==> src/rtl/bcd_ctr_pkg.sv <==
package bcd_ctr_pkg;

  typedef enum logic [1:0] {
    STEP_HOLD = 2'd0,
    STEP_UP   = 2'd1,
    STEP_DN   = 2'd2,
    STEP_LOAD = 2'd3
  } step_e;

endpackage

==> src/rtl/strobe_edge.sv <==
module strobe_edge #(
  parameter int STAGES = 1
) (
  input  logic clk,
  input  logic clr,
  input  logic stb_i,
  output logic rise_o,
  output logic lvl_o
);

  logic [STAGES-1:0] sr;
  logic              hist;

  generate
    if (STAGES == 1) begin : g_one
      always_ff @(posedge clk or posedge clr) begin
        if (clr) sr <= '1;
        else     sr <= stb_i;
      end
    end else begin : g_chain
      always_ff @(posedge clk or posedge clr) begin
        if (clr) sr <= '1;
        else     sr <= {sr[STAGES-2:0], stb_i};
      end
    end
  endgenerate

  always_ff @(posedge clk or posedge clr) begin
    if (clr) hist <= 1'b1;
    else     hist <= sr[STAGES-1];
  end

  assign rise_o = sr[STAGES-1] & ~hist;
  assign lvl_o  = hist;


  rise_one_cycle_chk: assert property (@(posedge clk) disable iff (clr)
    rise_o |=> !rise_o);

endmodule

==> src/rtl/bcd_digit_core.sv <==
module bcd_digit_core
  import bcd_ctr_pkg::*;
#(
  parameter int W   = 4,
  parameter int MAX = 9
) (
  input  logic         clk,
  input  logic         clr,
  input  step_e        step,
  input  logic [W-1:0] load_val,
  output logic [W-1:0] q
);

  localparam logic [W-1:0] TOPV = W'(MAX);

  logic [W-1:0] q_nx;

  always_comb begin
    unique case (step)
      STEP_LOAD: q_nx = load_val;
      STEP_UP:   q_nx = (q >= TOPV) ? '0 : q + 1'b1;
      STEP_DN:   q_nx = (q == '0 || q > TOPV) ? TOPV : q - 1'b1;
      default:   q_nx = q;
    endcase
  end

  always_ff @(posedge clk or posedge clr) begin
    if (clr) q <= '0;
    else     q <= q_nx;
  end


  up_wrap_chk: assert property (@(posedge clk) disable iff (clr)
    (step == STEP_UP && q == TOPV) |=> q == '0);


  oor_up_chk: assert property (@(posedge clk) disable iff (clr)
    (step == STEP_UP && q > TOPV) |=> q == '0);


  dn_wrap_chk: assert property (@(posedge clk) disable iff (clr)
    (step == STEP_DN && q == '0) |=> q == TOPV);

endmodule

==> src/rtl/bcd_decade_updown.sv <==
module bcd_decade_updown
  import bcd_ctr_pkg::*;
#(
  parameter int W          = 4,
  parameter int MAX        = 9,
  parameter int STB_STAGES = 1
) (
  input  logic         clk,
  input  logic         clr,
  input  logic         load_n,
  input  logic [W-1:0] load_val,
  input  logic         up_stb,
  input  logic         dn_stb,
  output logic [W-1:0] digit,
  output logic         carry_n,
  output logic         borrow_n
);

  localparam int NSTB = 2;
  localparam logic [W-1:0] TOPV = W'(MAX);

  logic [NSTB-1:0] stb_in, stb_rise, stb_lvl;
  step_e           step;

  assign stb_in = {dn_stb, up_stb};

  generate
    for (genvar i = 0; i < NSTB; i++) begin : g_stb
      strobe_edge #(.STAGES(STB_STAGES)) u_edge (
        .clk    (clk),
        .clr    (clr),
        .stb_i  (stb_in[i]),
        .rise_o (stb_rise[i]),
        .lvl_o  (stb_lvl[i])
      );
    end
  endgenerate

  always_comb begin
    if (!load_n)                       step = STEP_LOAD;
    else if (stb_rise == 2'b01)        step = STEP_UP;
    else if (stb_rise == 2'b10)        step = STEP_DN;
    else                               step = STEP_HOLD;
  end

  bcd_digit_core #(.W(W), .MAX(MAX)) u_core (
    .clk      (clk),
    .clr      (clr),
    .step     (step),
    .load_val (load_val),
    .q        (digit)
  );

  assign carry_n  = ~((digit == TOPV) & ~stb_lvl[0]);
  assign borrow_n = ~((digit == '0)   & ~stb_lvl[1]);


  clr_zero_chk: assert property (@(posedge clk) disable iff (clr)
    $fell(clr) |-> digit == '0);


  load_take_chk: assert property (@(posedge clk) disable iff (clr)
    !load_n |=> digit == $past(load_val));


  both_hold_chk: assert property (@(posedge clk) disable iff (clr)
    (load_n && stb_rise == 2'b11) |=> $stable(digit));


  carry_wrap_chk: assert property (@(posedge clk) disable iff (clr)
    ($rose(carry_n) && $past(load_n) && digit != TOPV) |-> digit == '0);


  borrow_wrap_chk: assert property (@(posedge clk) disable iff (clr)
    ($rose(borrow_n) && $past(load_n) && digit != '0) |-> digit == TOPV);

endmodule

==> config.mk <==
export PLATFORM = sky130hd
export DESIGN_NAME = bcd_decade_updown
export DESIGN_NICKNAME = d
export VERILOG_FILES = /design/src/rtl/bcd_ctr_pkg.sv /design/src/rtl/strobe_edge.sv /design/src/rtl/bcd_digit_core.sv /design/src/rtl/bcd_decade_updown.sv
export SDC_FILE = /design/constraint.sdc
export NUM_CORES = 1
export LEC_CHECK = 0
export BUFFER_PORTS_ARGS = -buffer_cell sky130_fd_sc_hd__buf_2
export CORE_AREA = 10 10 48 50
export DETAILED_ROUTE_END_ITERATION = 16
export DIE_AREA = 0 0 58 60
export PLACE_DENSITY_LB_ADDON = 0.3
export SLEW_MARGIN = 30
export SYNTH_ARGS = -nofsm -noshare
export SYNTH_HDL_FRONTEND = slang
export SYNTH_HIERARCHICAL = 1
export SYNTH_SLANG_ARGS = --single-unit
export TNS_END_PERCENT = 50
==> constraint.sdc <==
create_clock -name clk -period 4.12 [get_ports clk]
set_clock_uncertainty 0.1 [all_clocks]
set_input_delay 0.824 -clock clk [delete_from_list [all_inputs] [get_ports clk]]
set_output_delay 0.824 -clock clk [all_outputs]
set_load 0.005 [all_outputs]
## After elaboration in Yosys (flattened, before gate mapping)

Index checks and enable logic that the tools add are counted.

- Register bits: 8
- Output and inout bits: 6
- Word-level logic and storage cells: 32

- Add/subtract/negate cells: 2
- Magnitude comparators: 2
- Eq/ne operators: 6
- Mux-type cells: 6
- Bitwise logic cells: 8
- Reductions and logical operators: 3

Operators with widths:

| operator | number |
|---|---|
| $pmux 4 s3 | 1 |
| $mux 4 | 2 |
| $eq 2x2->1 const B | 3 |
| $mux 2 | 3 |
| $add 4x1->4 const B | 1 |
| $and 1x1->1 | 4 |
| $eq 2x1->1 const B | 2 |
| $eq 4x4->1 const B | 1 |
| $ge 4x4->1 const B | 1 |
| $gt 4x4->1 const B | 1 |
| $logic_not 4->1 | 1 |
| $not 1->1 | 4 |
| $sub 4x1->4 const B | 1 |
| $reduce_bool 3->1 | 1 |
| $logic_or 1x1->1 | 1 |

## Logic depth before layout (Yosys ltp)

- Word-level depth: 8
- Mapped depth: 10
- Depth with buffers taken out: 9

## Hierarchy

Netlist, hierarchy kept.

By module, submodules not included:

| module | instances | cells an instance | area each (µm²) | seq. area each (µm²) |
|---|---|---|---|---|
| bcd_digit_core | 1 | 59 | 473.0 | 100.1 |
| strobe_edge | 2 | 4 | 70.1 | 52.6 |
| bcd_decade_updown | 1 | 8 | 38.8 | 0.0 |

## Worst setup path after synthesis

OpenSTA, ideal clock, no wires.

- Path type: input -> register
- Start: input port load_n
- End: register u_core.q[0]
- Setup time: 0.139 ns
- Data arrival time: 1.851 ns
- Required time: 3.881 ns
- Slack: 2.030 ns
- Cell stages on the path: 8
- Path through: o21ai_0 > inv_1 > ha_1 > clkbuf_1 > nor2b_1 > o21ai_1 > a31oi_1 > a211oi_1

- Word-level cells in the longest chain between the ends: 3
- Elaborated cells between the ends (all ways): 6
- Classes of those cells: eq/ne: 3; mux: 2; reduce/logical: 1

RTL lines:

| what | line | source |
|---|---|---|
| start, declared | bcd_decade_updown.sv:10 | `input logic load_n,` |
| $mux 2 * | bcd_decade_updown.sv:40 | `if (!load_n) step = STEP_LOAD;` |
| $eq 2x2->1 / $eq 2x1->1 (equally long branches) | bcd_digit_core.sv:19 | `unique case (step)` |
| $pmux 4 s3 / $reduce_bool 3->1 (equally long branches) | - |  |
| end signal, assigned | bcd_digit_core.sv:29 | `else q <= q_nx;` |
| end, declared | bcd_digit_core.sv:11 | `output logic [W-1:0] q` |

Mark *: on every way between the ends. The rest lies on a longest branch, timed or not.
A chain may end at the register's enable or synchronous reset.

## Worst setup path in the final report

- Start: register g_stb[0].u_edge.sr
- End: register u_core.q[0]

- Elaborated cells between the ends (all ways): 11
- Classes of those cells: eq/ne: 5; mux: 4; bitwise: 1; reduce/logical: 1

RTL lines:

| what | line | source |
|---|---|---|
| start, declared | strobe_edge.sv:11 | `logic [STAGES-1:0] sr;` |
| start signal, assigned | strobe_edge.sv:18 | `else sr <= stb_i;` |
| $and 1x1->1 * | strobe_edge.sv:33 | `assign rise_o = sr[STAGES-1] & ~hist;` |
| named net stb_rise[0] | bcd_decade_updown.sv:22 | `logic [NSTB-1:0] stb_in, stb_rise, stb_lvl;` |
| $eq 2x1->1 * | bcd_decade_updown.sv:41 | `else if (stb_rise == 2'b01) step = STEP_UP;` |
| $mux 2 * | bcd_decade_updown.sv:41 |  |
| $mux 2 * | bcd_decade_updown.sv:40 |  |
| named net step[0] | bcd_decade_updown.sv:23 | `step_e step;` |
| $eq 2x2->1 / $eq 2x1->1 (equally long branches) | bcd_digit_core.sv:19 |  |
| $pmux 4 s3 / $reduce_bool 3->1 (equally long branches) | - |  |

Mark *: on every way through the listed nets, which the timed path passes. The rest lies on a longest branch.

==> results by group <==
Critical path
  – Worst reg2reg setup slack: 1.88 ns
  – Critical path depth in cells: 9
  – Critical-path cell list: nor2b_4 -> inv_1 -> o21ai_0 -> inv_1 -> ha_1 -> nor2b_1 -> o21ai_1 -> a31oi_1 -> a211oi_1
  – Crit path arrival time: 2.26 ns
  – CP Launch Type: register
  – Delay of the slowest critical-path stage: 0.52 ns
  – WP buf/inv: 2
  – Crit path kind: reg2reg
  – CP top delay family: compound AO/OA/AOI/OAI gates
  – FF-to-FF Start: g_stb[0].u_edge/sr
  – Most used cell, CP: inv_1
  – Slowest cell on crit path: dfstp_2
  – Worst path required time: 4.14 ns
  – Worst R2R Path Depth: 9
  – Crit. End Element: register
  – Critical Path Start: g_stb[0].u_edge/sr
  – CP Max Fanout: 6
  – RR Endpoint: u_core/q[0]
  – Worst setup path end: u_core/q[0]

Synth
  – Cell Area, Synth: 651.9 um2
  – Largest cells by area after synthesis: dfstp_2 16%, dfrtp_1 15%, ha_1 12%
  – #FFs+latches synth: 8
  – Register area share after synthesis: 31.48%
  – Average cell area after synthesis: 8.692 um2
  – Area share of the largest cell type after synthesis: 16.12%
  – Post-synth EDFFs: 0
  – Post-synth top area cell: dfstp_2
  – Async set or reset register ratio after synthesis: 100.0%
  – Synth unique cells: 32
  – Top FF cell, synth: dfstp_2
  – Post-Syn Instances: 75
  – Syn. warnings: 6
  – Synth Net Count: 90

Die
  – Die extent in y: 60 um
  – Die Area: 0.003480 mm2
  – Num ports: 15
  – Initial Util: 45.38%
  – Core area: 0.001436 mm2
  – Site Rows: 14
  – DIE WIDTH: 58 um

STA
  – Setup TNS: 0 ns
  – Fmax: 446.2 MHz
  – Final Hold Fails: 0
  – Slew Limit Fails: 0
  – Final setup fails: 0
  – Worst slew pin tran: 0.3252 ns
  – RSZ-0062 raised after global routing: no
  – Final Critical Period: 2.241 ns
  – Fin crit share: 54.40%
  – Slew HR: 78.32%
  – Hold WS: 0.2641 ns

Global route
  – Initial antenna violation count: 0
  – All-Layer GR Usage: 8.053%
  – First-pass GRT wire length: 2.263 mm
  – Pin count of the biggest net entering global routing: 12
  – Overflow after GRT: 0
  – Vias in the first global route: 527

Route
  – DR vias: 527
  – Iter 0 DRT Violations: 12
  – Routed WL per cell: 12.37 um
  – DR vias/cell: 5.019
  – Drt drc: 0
  – WL final: 1.299 mm
  – Final ANT Viol Nets: 0
  – 1st-pass router iterations: 4

Hold path
  – Min-Delay Path Depth: 0
  – HP Class: reg2reg

Finish
  – Fin nets: 106
  – Layout cells sized above 1: 30.34%
  – Antenna diodes: 0
  – Filler Cell Count: 143
  – Final core occ: 51.66%
  – Final instance area: 742.0 um2
  – Syn-to-layout area delta: 13.82%
  – Cell Count, Final, Fillers Out: 105

Pwr
  – Pleak: 0.3673 nW
  – Power per Cell Area: 395.4 mW/mm2
  – VDD IR max: 0.0002535 V

Placement
  – Placed Area: 719.4 um2
  – Dpl cells: 102
  – HPWL after DPL: 1.029 mm
  – Placer Congestion: 0.7940
  – Count of input and output buffers: 14

Outcome
  – Status: finished clean

Clocking
  – Post-CTS resize count: 0
  – Clk sinks: 8
  – Clock latency at the later pin of the worst-skew pair: 0.25 ns
  – Max clock buf depth: 2
  – Hold_buf cts: 0
  – Root Buffer: clkbuf_4
  – CTS tree: done
  – Total CTS buffers: 3
  – Clock transition at path regs: 0.05 ns
  – Max H-tree Level: 1
  – # Post-CTS Setup Buffers: 0

Flow run
  – Max_cap viols: 0
[cells in the final DEF, fill, tap and decap left out, drive strengths merged]
master	count
a21oi	3
nand2	6
o21ai	4
o31ai	1
dfrtp	4
o2111ai	1
nand4b	1
nor2	8
inv	12
xnor2	2
nor3	3
o21bai	1
dfstp	4
o21a	1
or3b	1
clkbuf	3
buf	14
nand2b	1
a211oi	1
or2b	1
ha	6
a22o	1
a31oi	3
nand3	1
xor2	1
a221oi	1
nor3b	1
nor2b	3
[cell usage after synthesis, types with 2 or more instances]
master,count
xnor2_1,2
nand2_1,6
o21ai_0,2
a21oi_1,3
inv_1,12
nor2_1,8
dfstp_2,4
nor2b_4,2
nor3_1,3
a31oi_1,3
ha_1,6
dfrtp_1,4
[flip-flops by register name, summed over array words and instances (netlist names)]
| name | cells |
|---|---|
| g_stb.u_edge/sr | 2 |
| u_core/q | 4 |
| g_stb.u_edge/lvl_o | 2 |
[routing by layer]
layer	share of wire [%]	up-vias	track usage, %
met5	0	-	0
met4	0	0	3.020
met3	8.9	0	4.449
met2	42	16	11.81
met1	49	235	9.558
li1	-	276	-
[power breakdown]
group	total, W	internal [W]	switching (W)
clock	0.0000582	0.0000332	0.0000250
combinational	0.000118	0.0000574	0.0000607
sequential	0.000117	0.0000914	0.0000257
total	0.000293	0.000182	0.000111
[cell type report]
type / count / area [um2] / share of cell area [%]
Multi-Input combinational cell: 52 / 379.1 / 51.10
Sequential cell: 8 / 205.2 / 27.66
Timing Repair Buffer: 14 / 70.07 / 9.444
Inverter: 12 / 45.04 / 6.071
Clock buffer: 3 / 22.52 / 3.035
Tap cell: 16 / 20.02 / 2.698
[per-stage QoR]
stage	total power (W)	setup WS, ns
after floorplan	0.0002098	2.030
after CTS	0.0002965	1.873
after detailed placement	0.0002352	1.794
final	0.0002934	1.879
after global routing	0.0003222	1.679
after global placement	0.0002352	1.824
[cell families after synthesis]
kind of cell    after synthesis  share of synthesized area [%]
simple gates                 26                          23.42
compound gates               17                          19.19
buf+inv                      15                          10.36
flops                         8                          31.48
fa+ha+maj                     6                          11.52
xor+xnor                      3                          4.031
[worst min path at each step]
stage                  startpoint               endpoint  slack, ns
2_1_floorplan  g_stb[0].u_edge/sr  g_stb[0].u_edge/lvl_o       0.25
3_3_place_gp   g_stb[0].u_edge/sr  g_stb[0].u_edge/lvl_o       0.26
3_5_place_dp   g_stb[1].u_edge/sr  g_stb[1].u_edge/lvl_o       0.26
4_1_cts        g_stb[1].u_edge/sr  g_stb[1].u_edge/lvl_o       0.26
5_1_grt        g_stb[0].u_edge/sr  g_stb[0].u_edge/lvl_o       0.27
6_report       g_stb[1].u_edge/sr  g_stb[1].u_edge/lvl_o       0.26
Power figures use the tool's default switching activity.
